**src/rtl/slt_pkg.sv**
```systemverilog
package slt_pkg;

  typedef enum logic [2:0] {
    MODE_ASYNC = 3'd0,
    MODE_MONO  = 3'd1,
    MODE_BI    = 3'd2,
    MODE_SDLC  = 3'd3,
    MODE_EXT   = 3'd4
  } slt_mode_e;

  typedef enum logic [1:0] {
    ST_HUNT   = 2'd0,
    ST_SYNCED = 2'd1,
    ST_ACTIVE = 2'd2
  } slt_state_e;

  function automatic logic is_sync_mode(logic [2:0] m);
    logic r;
    case (m)
      MODE_MONO, MODE_BI, MODE_SDLC, MODE_EXT: r = 1'b1;
      default:                                 r = 1'b0;
    endcase
    return r;
  endfunction

  // receive match length in bits
  function automatic int rx_sync_len(logic [2:0] m, logic short_sync);
    int r;
    case (m)
      MODE_MONO: r = short_sync ? 6 : 8;
      MODE_BI:   r = short_sync ? 12 : 16;
      MODE_SDLC: r = 8;
      default:   r = 0;
    endcase
    return r;
  endfunction

  // transmit sync length in bits
  function automatic int tx_sync_len(logic [2:0] m, logic short_sync);
    int r;
    case (m)
      MODE_MONO, MODE_EXT: r = short_sync ? 6 : 8;
      MODE_BI:             r = 16;
      MODE_SDLC:           r = 8;
      default:             r = 0;
    endcase
    return r;
  endfunction

  // character length used for boundary strobes
  function automatic int char_len(logic [2:0] m, logic short_sync);
    int r;
    if ((m == MODE_MONO || m == MODE_EXT) && short_sync) r = 6;
    else                                                  r = 8;
    return r;
  endfunction

endpackage

```
**src/rtl/slt_rst_sync.sv**
```systemverilog
module slt_rst_sync #(
  parameter int STAGES = 2
) (
  input  logic clk,
  input  logic rst_n_i,
  output logic rst_n_o
);

  logic [STAGES-1:0] sync_q;

  always_ff @(posedge clk or negedge rst_n_i) begin
    if (!rst_n_i) sync_q <= '0;
    else          sync_q <= {sync_q[STAGES-2:0], 1'b1};
  end

  assign rst_n_o = sync_q[STAGES-1];

endmodule

```
**src/rtl/slt_sync_match.sv**
```systemverilog
module slt_sync_match #(
  parameter  int SYNC_W = 16,
  localparam int LEN_W  = $clog2(SYNC_W + 1)
) (
  input  logic              clk,
  input  logic              rst_n,
  input  logic              clr_i,
  input  logic              shift_en_i,
  input  logic              bit_i,
  input  logic [LEN_W-1:0]  len_i,
  input  logic [SYNC_W-1:0] pat_i,
  output logic              hit_o
);

  logic [SYNC_W-1:0] hist_q, hist_d, hist_nxt, len_mask;
  logic [LEN_W-1:0]  fill_q, fill_d, fill_nxt;

  for (genvar g = 0; g < SYNC_W; g++) begin : g_mask
    assign len_mask[g] = (len_i > LEN_W'(g));
  end

  always_comb begin
    hist_nxt = {hist_q[SYNC_W-2:0], bit_i};
    fill_nxt = (fill_q == LEN_W'(SYNC_W)) ? fill_q : fill_q + 1'b1;
    hit_o    = shift_en_i && (len_i != '0) && (fill_nxt >= len_i) &&
               (((hist_nxt ^ pat_i) & len_mask) == '0);
    hist_d   = hist_q;
    fill_d   = fill_q;
    if (clr_i) begin
      hist_d = '0;
      fill_d = '0;
    end else if (shift_en_i) begin
      hist_d = hist_nxt;
      fill_d = fill_nxt;
    end
  end

  always_ff @(posedge clk or negedge rst_n) begin
    if (!rst_n) begin
      hist_q <= '0;
      fill_q <= '0;
    end else begin
      hist_q <= hist_d;
      fill_q <= fill_d;
    end
  end

endmodule

```
**src/rtl/slt_char_count.sv**
```systemverilog
module slt_char_count #(
  parameter int CNT_W = 4
) (
  input  logic             clk,
  input  logic             rst_n,
  input  logic             clr_i,
  input  logic             en_i,
  input  logic [CNT_W-1:0] len_i,
  output logic             wrap_o
);

  logic [CNT_W-1:0] cnt_q, cnt_d, cnt_inc;

  always_comb begin
    cnt_inc = cnt_q + 1'b1;
    wrap_o  = en_i && !clr_i && (cnt_inc == len_i);
    cnt_d   = cnt_q;
    if (clr_i)       cnt_d = '0;
    else if (en_i)   cnt_d = wrap_o ? '0 : cnt_inc;
  end

  always_ff @(posedge clk or negedge rst_n) begin
    if (!rst_n) cnt_q <= '0;
    else        cnt_q <= cnt_d;
  end

endmodule

```
**src/rtl/slt_loop_gate.sv**
```systemverilog
module slt_loop_gate
  import slt_pkg::*;
(
  input  logic clk,
  input  logic rst_n,
  input  logic chan_rst_i,
  input  logic active_i,
  input  logic hit_i,
  input  logic wrap_i,
  input  logic brk_wr_i,
  input  logic brk_val_i,
  input  logic tx_data_i,
  output logic hunting_o,
  output logic found_o,
  output logic tx_en_o,
  output logic bnd_o,
  output logic brk_o,
  output logic tx_line_o
);

  slt_state_e state_q, state_d;
  logic       bnd_q, bnd_d;
  logic       brk_q, brk_d;
  logic       release_s;

  always_comb begin
    state_d   = state_q;
    release_s = 1'b0;
    bnd_d     = 1'b0;
    if (chan_rst_i || !active_i) begin
      state_d = ST_HUNT;
    end else begin
      case (state_q)
        ST_HUNT:   if (hit_i) state_d = ST_SYNCED;
        ST_SYNCED: if (wrap_i) begin
          state_d   = ST_ACTIVE;
          release_s = 1'b1;
        end
        ST_ACTIVE: state_d = ST_ACTIVE;
        default:   state_d = ST_HUNT;
      endcase
      bnd_d = wrap_i && (state_q != ST_HUNT);
    end

    brk_d = brk_q;
    if (chan_rst_i)     brk_d = 1'b0;
    else if (release_s) brk_d = 1'b0;
    else if (brk_wr_i)  brk_d = brk_val_i;
  end

  always_ff @(posedge clk or negedge rst_n) begin
    if (!rst_n) begin
      state_q <= ST_HUNT;
      bnd_q   <= 1'b0;
      brk_q   <= 1'b0;
    end else begin
      state_q <= state_d;
      bnd_q   <= bnd_d;
      brk_q   <= brk_d;
    end
  end

  assign hunting_o = active_i && (state_q == ST_HUNT);
  assign found_o   = (state_q != ST_HUNT);
  assign tx_en_o   = (state_q == ST_ACTIVE);
  assign bnd_o     = bnd_q;
  assign brk_o     = brk_q;

  always_comb begin
    if (brk_q)                                tx_line_o = 1'b0;
    else if (active_i && state_q != ST_ACTIVE) tx_line_o = 1'b1;
    else                                      tx_line_o = tx_data_i;
  end

endmodule

```
**src/rtl/slt_loop_ctrl.sv**
```systemverilog
module slt_loop_ctrl
  import slt_pkg::*;
#(
  parameter  int SYNC_W   = 16,
  parameter  int CHAR_MAX = 8,
  localparam int LEN_W    = $clog2(SYNC_W + 1),
  localparam int CNT_W    = $clog2(CHAR_MAX + 1)
) (
  input  logic              clk,
  input  logic              rst_n,
  input  logic              chan_rst_i,
  input  logic              cfg_wr_i,
  input  logic              cfg_loop_i,
  input  logic              cfg_short_i,
  input  logic [2:0]        mode_i,
  input  logic [SYNC_W-1:0] sync_pat_i,
  input  logic              rx_bit_i,
  input  logic              rx_bit_en_i,
  input  logic              ext_sync_i,
  input  logic              brk_wr_i,
  input  logic              brk_val_i,
  input  logic              tx_data_i,
  output logic              sync_found_o,
  output logic              char_bnd_o,
  output logic              tx_en_o,
  output logic              brk_o,
  output logic              tx_line_o,
  output logic [LEN_W-1:0]  tx_sync_len_o
);

  logic             rst_n_s;
  logic             loop_q, loop_d, short_q, short_d;
  logic             loop_act;
  logic [LEN_W-1:0] rx_len;
  logic [CNT_W-1:0] chr_len;
  logic             hunting, shift_en, match_clr, pat_hit, hit;
  logic             cnt_en, cnt_clr, wrap;

  slt_rst_sync #(.STAGES(2)) u_rst_sync (
    .clk     (clk),
    .rst_n_i (rst_n),
    .rst_n_o (rst_n_s)
  );

  // configuration flags
  always_comb begin
    loop_d  = loop_q;
    short_d = short_q;
    if (chan_rst_i) begin
      loop_d  = 1'b0;
      short_d = 1'b0;
    end else if (cfg_wr_i) begin
      loop_d  = cfg_loop_i;
      short_d = cfg_short_i;
    end
  end

  always_ff @(posedge clk or negedge rst_n_s) begin
    if (!rst_n_s) begin
      loop_q  <= 1'b0;
      short_q <= 1'b0;
    end else begin
      loop_q  <= loop_d;
      short_q <= short_d;
    end
  end

  assign loop_act      = loop_q && is_sync_mode(mode_i);
  assign rx_len        = LEN_W'(rx_sync_len(mode_i, short_q));
  assign chr_len       = CNT_W'(char_len(mode_i, short_q));
  assign tx_sync_len_o = LEN_W'(tx_sync_len(mode_i, short_q));

  assign shift_en  = hunting && rx_bit_en_i;
  assign match_clr = chan_rst_i || !loop_act;

  slt_sync_match #(.SYNC_W(SYNC_W)) u_match (
    .clk        (clk),
    .rst_n      (rst_n_s),
    .clr_i      (match_clr),
    .shift_en_i (shift_en),
    .bit_i      (rx_bit_i),
    .len_i      (rx_len),
    .pat_i      (sync_pat_i),
    .hit_o      (pat_hit)
  );

  assign hit = (mode_i == MODE_EXT) ? (shift_en && ext_sync_i) : pat_hit;

  assign cnt_en  = rx_bit_en_i && loop_act && sync_found_o;
  assign cnt_clr = chan_rst_i || !loop_act || !sync_found_o;

  slt_char_count #(.CNT_W(CNT_W)) u_count (
    .clk    (clk),
    .rst_n  (rst_n_s),
    .clr_i  (cnt_clr),
    .en_i   (cnt_en),
    .len_i  (chr_len),
    .wrap_o (wrap)
  );

  slt_loop_gate u_gate (
    .clk        (clk),
    .rst_n      (rst_n_s),
    .chan_rst_i (chan_rst_i),
    .active_i   (loop_act),
    .hit_i      (hit),
    .wrap_i     (wrap),
    .brk_wr_i   (brk_wr_i),
    .brk_val_i  (brk_val_i),
    .tx_data_i  (tx_data_i),
    .hunting_o  (hunting),
    .found_o    (sync_found_o),
    .tx_en_o    (tx_en_o),
    .bnd_o      (char_bnd_o),
    .brk_o      (brk_o),
    .tx_line_o  (tx_line_o)
  );

endmodule

```
**config.mk**
```make
export PLATFORM = sky130hd
export DESIGN_NAME = slt_loop_ctrl
export DESIGN_NICKNAME = d
export VERILOG_FILES = /design/src/rtl/slt_pkg.sv /design/src/rtl/slt_rst_sync.sv /design/src/rtl/slt_sync_match.sv /design/src/rtl/slt_char_count.sv /design/src/rtl/slt_loop_gate.sv /design/src/rtl/slt_loop_ctrl.sv
export SDC_FILE = /design/constraint.sdc
export NUM_CORES = 1
export LEC_CHECK = 0
export BUFFER_PORTS_ARGS = -buffer_cell sky130_fd_sc_hd__clkbuf_2
export CAP_MARGIN = 40
export CORE_AREA = 2 2 70 72
export CTS_BUF_LIST = sky130_fd_sc_hd__clkbuf_8
export DETAILED_ROUTE_END_ITERATION = 10
export DIE_AREA = 0 0 72 74
export PLACE_DENSITY_LB_ADDON = 0.15
export SYNTH_ARGS = -nofsm -noshare
export SYNTH_HDL_FRONTEND = slang
export SYNTH_SLANG_ARGS = --single-unit
```
**constraint.sdc**
```tcl
create_clock -name clk -period 1.6 [get_ports clk]
set_input_delay 0.08 -clock clk [delete_from_list [all_inputs] [get_ports clk]]
set_output_delay 0.08 -clock clk [all_outputs]
set_load 0.01 [all_outputs]
```
After elaboration in Yosys (flattened, before gate mapping)
Cells that the tools add are included.
- memory bits (read-only): 0
- latch bits: 0
- input bits: 31
- RAM bits: 0
- output and inout bits: 10
- bits in registers: 32
- memories: 0
- logic and storage cells: 104
- shifts and indexed selects: 0
- multipliers: 0
- $add $sub $neg: 2
- div/mod/pow operators: 0
- reductions and logical operators: 31
- bitwise operators: 2
- equal/unequal tests: 11
- mux-type cells: 32
- $lt $le $gt $ge: 17
- operator list (operator ; count):
    $gt 5x4->1 const B ; 8
    $mux 15 ; 2
    $pmux 5 s3 ; 2
    $gt 5x3->1 const B ; 4
    $mux 4 ; 5
    $mux 5 ; 4
    $and 16x16->16 ; 1
    $logic_not 16->1 ; 1
    $xor 16x16->16 ; 1
    $mux 1 ; 15
    $logic_and 1x1->1 ; 14
    $gt 5x1->1 const B ; 2
    $gt 5x2->1 const B ; 2
    $reduce_bool 2->1 ; 4
    $eq 3x2->1 const B ; 2
    $mux 2 ; 3
    $pmux 2 s3 ; 1
    $add 5x1->5 const B ; 1
    $eq 5x5->1 const B ; 1
    $ge 5x5->1 ; 1
    $reduce_bool 5->1 ; 1
    $add 4x1->4 const B ; 1
    $eq 4x4->1 ; 1
    $reduce_or 4->1 ; 1
    other kinds (13) ; 17

Logic depth before layout (Yosys ltp)
Gate-level depths: netlist of run 1.
- depth after elaboration: 15
- gate-level depth with buffers: 11
- gate-level depth less buffers: 11

Cells and area by module
Synthesis of run 1 repeated with hierarchy kept, for this count alone.
- cells, all modules: 242
- area total of the unflattened synthesis: 2323.5 µm²
- modules (own cells, without submodules) (module ; times used ; cells each ; area an instance (µm²)):
    slt_sync_match ; 1 ; 150 ; 1428.9
    slt_loop_ctrl ; 1 ; 33 ; 290.3
    slt_char_count ; 1 ; 29 ; 284.0
    slt_loop_gate ; 1 ; 27 ; 266.5
    slt_rst_sync ; 1 ; 3 ; 53.8

Worst setup path after synthesis of run 1
Ideal clock, no wire load.
- path type: reg2reg
- from: register u_match.fill_q[0]
- to: register u_gate.state_q[0]
- path buffers: 0
- cell stages (with the launch flop): 11
- setup time: 0.079 ns
- slack: -0.600 ns
- arrival: 2.120 ns
- data required time: 1.521 ns
- path through: dfrtp_1 > inv_1 > ha_1 > and4bb_2 > mux2i_1 > ha_1 > nand4_1 > o211ai_1 > nand4_1 > a211oi_2 > mux2i_1
- longest elaborated chain between the ends: 8
- elaborated cells between the ends (all ways): 9
- RTL lines (element ; line ; RTL):
    from (decl) ; slt_sync_match.sv:16 ; logic [LEN_W-1:0] fill_q, fill_d, fill_nxt;
    from (signal assigned) ; slt_sync_match.sv:44 ; fill_q <= fill_d;
    $add 5x1->5 / $eq 5x5->1 (equally long branches) ; slt_sync_match.sv:24 ; fill_nxt = (fill_q == LEN_W'(SYNC_W)) ? fill_q : fill_q + 1'b1;
    $mux 5 (*) ; slt_sync_match.sv:24 ;
    $ge 5x5->1 (*) ; slt_sync_match.sv:25 ; hit_o = shift_en_i && (len_i != '0) && (fill_nxt >= len_i) &&
    $logic_and 1x1->1 (*) (2 in a row) ; slt_sync_match.sv:25 ;
    $mux 1 (*) ; slt_loop_ctrl.sv:87 ; assign hit = (mode_i == MODE_EXT) ? (shift_en && ext_sync_i) : pat_hit;
    $ne 3x3->1 (no source line) (*) ; -- ;
    $reduce_and 2->1 (no source line) (*) ; -- ;
    to (signal assigned) ; slt_loop_gate.sv:57 ; state_q <= state_d;
    to (decl) ; slt_loop_gate.sv:21 ; slt_state_e state_q, state_d;
Every way passes the cells marked *; elsewhere a longest branch is shown, timed or not.
A chain may end at the register's enable or synchronous reset.

Worst setup path after layout of run 1
- from: register u_match.fill_q[1]
- to: register u_gate.state_q[1]
The elaborated chain is that of the path after synthesis.

==> impl_metrics.ini, run 1 <==
[status]
status = finished with violations
violations = negative setup slack

[synthesis]
yosysUniqueCellTypes = 41
synth_nets = 259
netlist_instances = 217
ys_warn_count = 0
synth_seq_cells = 32
syn_area_um2 = 2014
synthArstFlopShare_pct = 100.0
synth_ff_type = dfrtp_1
syn_area_per_cell_um2 = 9.283
synth-edff-count = 0
ys_seq_area_share_pct = 39.75

[finish]
layout_common_cells = 56 x buf_4, 37 x nand2_1, 37 x clkbuf_2, 31 x dfrtp_1, 20 x a21oi_1
fillCellCount = 399
syn_to_final_growth_pct = 43.66
drive_above_1_share_pct = 43.67
fin_cells = 370
diodes = 0
final_common_cell = buf_4
nNetsFinal = 357

[grt]
grt_pass1_vias = 1778
antenna_found_initial = 0
track_usage_pct = 20.17
grt_max_degree = 31
grt-ovfl-total = 0
grt_pass1_wl_um = 8211

[route]
ant_nets = 0
dr_total_vias = 1866
wire_per_inst_um = 14.11
drtPass1Iterations = 4
drcViolationCount = 0
routed_wl_um = 5220
drt-vias-per-instance = 5.043
initialDrtViolationCount = 72

[worst_setup_path]
crit_family = simple AND/OR/NAND/NOR gates
start_kind = flip-flop
crit_top_cell = nand4_1
r2r_setup_slack_ns = -0.66
timing.rr.end = u_gate.state_q[1]$_DFFE_PN0P_
critPathBufInv = 1
crit_slowest_cell = dfrtp_1
crit_fanout = 4
max_stage_delay_ns = 0.41
crit_start = u_match.fill_q[1]$_DFFE_PN0P_
cp.depth = 10
required_ns = 1.81
crit_end = u_gate.state_q[1]$_DFFE_PN0P_
crit_chain = inv_1, ha_2, and4bb_2, mux2i_2, ha_1, nand4_1, o211ai_1, nand4_1, a211oi_2, mux2i_1
rr_startpoint = u_match.fill_q[1]$_DFFE_PN0P_
critical_path_class = flip-flop to flip-flop
reg2regPathDepth = 10
worstSetupEndpointType = flip-flop
arrival_ns = 2.47

[min_path]
hp-start = chan_rst_i
hp-class = primary input to flip-flop

[die]
die_h_um = 74
dieArea_um2 = 5328
ios = 41
fp-row-count = 25
core_region_area_um2 = 4598
die_x_um = 72
floorplan.initialDensity_pct = 43.81

[clock_network]
root_buffer = clkbuf_8
cts_tree = built
cts-htree-levels = 2
clock-sinks = 32
cts_buffers = 5
clk_pin_slew_ns = 0.07
clk_latency_ns = 0.29
cts_buffer_depth = 2

[pwr]
power_leakage_nw = 1.333
pwr_density_cell_nw_per_um2 = 586.5
p_total_w = 0.001697
irDropWorstVdd_v = 0.0004550

[timing]
setup_viol = 9
tightest_slew_ns = 0.5478
setup_ws_ns = -0.6608
rsz0062_at_grt = true
slew_headroom_pct = 63.40
hold_violations = 0
skew_ns = 0.007471
fin_crit_ns = 2.261
post-route-period-util_pct = 141.3
max_freq_mhz = 442.3
hold_slack_ns = 0.01949
maxSlewViolCount = 0

[place]
dp_hpwl_um = 3584
place_inst = 351
io_buffers = 39
gp_congestion = 0.8239

[run]
drv_cap = 0
==> final cells by class <==
class                   count  area, um2  share of cell area [%]
multi-input cells         166       1209                   41.76
flip-flops and latches     32      802.0                   27.71
well taps                  54      67.56                   2.335
clock inverters             2      7.507                  0.2594
clock buffers               6      82.58                   2.853
repair buffers            100      688.2                   23.78
inverters                  10      37.54                   1.297
==> synth_stat cells (2+ instances only) <==
cell	n	share of area (%)
o21ai_2	2	0.87
a21oi_1	23	5.7
nand2_1	38	7.1
clkbuf_1	3	0.56
conb_1	2	0.37
a211oi_2	2	1.2
nor2b_1	3	0.93
mux2i_1	9	4.5
nor2_1	9	1.7
a31oi_1	3	0.93
buf_2	4	0.99
xor2_1	6	2.6
inv_1	10	1.9
nand4_1	5	1.6
or3_1	4	1.2
xnor2_1	18	7.8
a211oi_1	2	0.75
nand3_1	4	0.99
ha_1	11	6.8
nor3_1	4	0.99
dfrtp_1	32	40
o21ai_0	3	0.75
buf_4	2	0.75
==> how the worst min path moves through the flow <==
stage	end	cells past startpoint
6_report	u_gate.brk_o$_DFFE_PN0P_	2
5_1_grt	u_gate.brk_o$_DFFE_PN0P_	2
3_3_place_gp	u_rst_sync.sync_q[1]$_DFF_PN0_	1
4_1_cts	u_gate.brk_o$_DFFE_PN0P_	2
3_5_place_dp	u_rst_sync.sync_q[1]$_DFF_PN0_	1
2_1_floorplan	u_rst_sync.sync_q[0]$_DFF_PN0_	0
==> registers in the layout (all words and copies together) (netlist names) <==
register,cells
u_gate.brk_o,1
short_q,1
u_rst_sync.sync_q,2
u_match.hist_q,15
loop_q,1
u_gate.bnd_o,1
u_gate.state_q,2
u_match.fill_q,5
u_count.cnt_q,4
==> cell families after synthesis <==
group           count (synthesis)  share of synthesized area, %
compound gates                 43                         13.54
xor+xnor                       24                         10.43
fa+ha+maj                      11                         6.832
buf+inv                        19                         4.161
flops                          32                         39.75
mux                             9                         4.472
other cells                     2                        0.3728
simple gates                   77                         20.44
==> through the flow <==
stage | TNS, ns | worst slack [ns] | utilization (%) | cell area (um2)
global placement | -2.220 | -0.5788 | 56.84 | 2614
CTS | -2.167 | -0.6524 | 60.73 | 2793
finish | -2.223 | -0.6608 | 62.94 | 2894
global route | -3.147 | -0.8148 | 62.94 | 2894
floorplan | -4.650 | -0.5487 | - | 2022
detailed placement | -2.944 | -0.6310 | 56.84 | 2614
==> report_power, final <==
group / internal [W] / switching (W) / leakage, nW / total [W]
logic: 0.000115 / 0.000115 / 0.840 / 0.000230
clock network: 0.000338 / 0.000307 / 0.0538 / 0.000646
registers: 0.000816 / 0.00000584 / 0.439 / 0.000822
==> metal layers <==
layer / part of all wire (%) / global-route usage (%) / vias up / wire [um]
li1: - / - / 939 / -
met1: 48 / 27.21 / 887 / 2501
met2: 47 / 32.92 / 33 / 2474
met3: 3.3 / 3.659 / 7 / 171
met4: 1.4 / 7.128 / 0 / 74
met5: 0 / 0 / - / 0
==> timing repair <==
| action | CTS | global route |
|---|---|---|
| endpoints found under the setup margin | 30 | 14 |
| hold buffers | 1 | 0 |
| hold endpoints to repair | 2 | 0 |
| pin swaps | 11 | 8 |
| gates resized for setup | 11 | 17 |
| setup buffers | 6 | 5 |
| gates cloned | 0 | 1 |
No activity file was read; power rests on OpenSTA's default activity.
==> run 2: changes to the inputs <==
--- a/config.mk
+++ b/config.mk
@@ -11,7 +11,7 @@
 export CTS_BUF_LIST = sky130_fd_sc_hd__clkbuf_8
 export DETAILED_ROUTE_END_ITERATION = 10
 export DIE_AREA = 0 0 72 74
-export PLACE_DENSITY_LB_ADDON = 0.15
+export PLACE_DENSITY = 0.66
 export SYNTH_ARGS = -nofsm -noshare
 export SYNTH_HDL_FRONTEND = slang
 export SYNTH_SLANG_ARGS = --single-unit
==> impl_metrics.ini, run 2 (same netlist as run 1, synthesis figures left out) <==
[status]
status = finished with violations
violations = negative setup slack

[clock_network]
root_buffer = clkbuf_8
clock-sinks = 32
cts_tree = built
cts-htree-levels = 2
cts_buffer_depth = 2
clk_latency_ns = 0.28
cts_buffers = 5
clk_pin_slew_ns = 0.07

[grt]
grt-ovfl-total = 0
grt_pass1_vias = 1800
antenna_found_initial = 0
track_usage_pct = 20.36
grt_pass1_wl_um = 8300
grt_max_degree = 31

[timing]
hold_slack_ns = 0.03510
final.setup.tns_ns = -2.624
rsz0062_at_grt = true
max_freq_mhz = 428.5
setup_ws_ns = -0.7335
setup_viol = 18
post-route-period-util_pct = 145.8
skew_ns = 0.002678
maxSlewViolCount = 0
fin_crit_ns = 2.333
hold_violations = 0

[finish]
largest_register_ffs = 15
nNetsFinal = 362
fin_cells = 375
area.sequential_um2 = 800.8
fillCellCount = 364
multiInputGateArea_um2 = 1272
final_common_cell = buf_4
diodes = 0
drive_above_1_share_pct = 51.09
syn_to_final_growth_pct = 50.19
top_regs = u_match.hist_q x15, u_match.fill_q x5, u_count.cnt_q x4
layout_common_cells = 57 x buf_4, 37 x clkbuf_2, 32 x dfrtp_1, 25 x nand2_1, 18 x xnor2_1
largest-register = u_match.hist_q

[pwr]
irDropWorstVdd_v = 0.0005406
power_leakage_nw = 1.370
pwr_density_cell_nw_per_um2 = 632.9
p_clk_share_pct = 44.8
p_sw_w = 0.0004353
swShare_pct = 22.74
p_int_w = 0.001479
combPwrFrac_pct = 12.4
p_seq_share_pct = 42.8

[route]
drt-vias-per-instance = 5.171
ant_nets = 0
dr_total_vias = 1939
initialDrtViolationCount = 90
routed_wl_um = 5601
wl_met1_um = 2414
topRoutingLayerUsed = met4
wire_per_inst_um = 14.94
drcViolationCount = 0
wl_met2_um = 2872
dr_wl_met3_um = 259
drtPass1Iterations = 4

[worst_setup_path]
required_ns = 1.81
worstSetupEndpointType = flip-flop
crit_start = u_match.fill_q[0]$_DFFE_PN0P_
crit_fanout = 4
arrival_ns = 2.54
r2r_setup_slack_ns = -0.73
start_kind = flip-flop
rr_startpoint = u_match.fill_q[0]$_DFFE_PN0P_
critical_path_class = flip-flop to flip-flop

[place]
dp_hpwl_um = 3682
io_buffers = 39
gp_congestion = 0.8380
place_inst = 352

[die]
fp-row-count = 25
floorplan.initialDensity_pct = 43.81
die_x_um = 72
dieArea_um2 = 5328
ios = 41
core_region_area_um2 = 4598
die_h_um = 74

[min_path]
hp-start = chan_rst_i
hp-class = primary input to flip-flop

[run]
drv_cap = 0
-- run 2: area by class of cell --
type	instances	share of cell area [%]
Clock buffer	7	3.184
Clock inverter	1	0.9926
Multi-Input combinational cell	166	42.06
Timing Repair Buffer	105	23.82
Tap cell	54	2.233
Inverter	10	1.241
Sequential cell	32	26.47
-- run 2: final timing paths --
| path | to | depth (start not counted) |
|---|---|---|
| setup / recovery | u_gate.state_q[1]$_DFFE_PN0P_ | 10 |
| hold / removal | u_gate.brk_o$_DFFE_PN0P_ | 2 |
| setup reg to reg | u_gate.state_q[1]$_DFFE_PN0P_ | 10 |
| hold reg to reg | loop_q$_DFFE_PN0P_ | 1 |
| max in group asynchronous | u_gate.state_q[0]$_DFFE_PN0P_ | 1 |
| min in group asynchronous | u_rst_sync.sync_q[1]$_DFF_PN0_ | 2 |
-- run 2: per-layer routing --
metal,global-route usage (%),up-vias
met3,4.607,4
met2,34.26,43
li1,-,945
met1,26.33,947
met4,6.499,0
met5,0,-
-- run 2: worst max-delay path, stage by stage (launching register included) --
cell      delay (ns)
dfrtp_1         0.42
inv_1           0.07
ha_2            0.15
and4bb_2        0.29
mux2i_2         0.25
ha_1            0.15
nand4_1         0.08
o211ai_1        0.17
nand4_1         0.14
a211oi_2        0.32
mux2i_1         0.22
-- run 2: per-stage QoR --
| step | instance area (um2) | worst slack (ns) | total power [W] | utilization (%) |
|---|---|---|---|---|
| final | 3025 | -0.7335 | 0.001915 | 65.80 |
| after global routing | 3025 | -0.8586 | 0.001985 | 65.80 |
| after global placement | 2621 | -0.5586 | 0.001043 | 57.01 |
| after floorplan | 2022 | -0.5487 | 0.0009374 | - |
| after detailed placement | 2621 | -0.6521 | 0.001048 | 57.01 |
| after CTS | 2803 | -0.6862 | 0.001914 | 60.95 |
-- run 2: repair_timing --
action / in CTS / in global routing
endpoints found under the setup margin: 28 / 21
cloned: 1 / 3
hold endpoints to repair: 2 / 0
setup buffers: 2 / 12
pin swaps: 5 / 18
hold buffers: 1 / 0
gates resized for setup: 9 / 47
-- run 2: power groups by stage --
stage | Combinational [W] | Clock, W | Sequential [W]
after CTS | 0.000221 | 0.000872 | 0.000820
after floorplan | 0.0000908 | 0 | 0.000847
after detailed placement | 0.000212 | 0 | 0.000836
final | 0.000237 | 0.000858 | 0.000820
after global routing | 0.000258 | 0.000907 | 0.000820
after global placement | 0.000207 | 0 | 0.000836
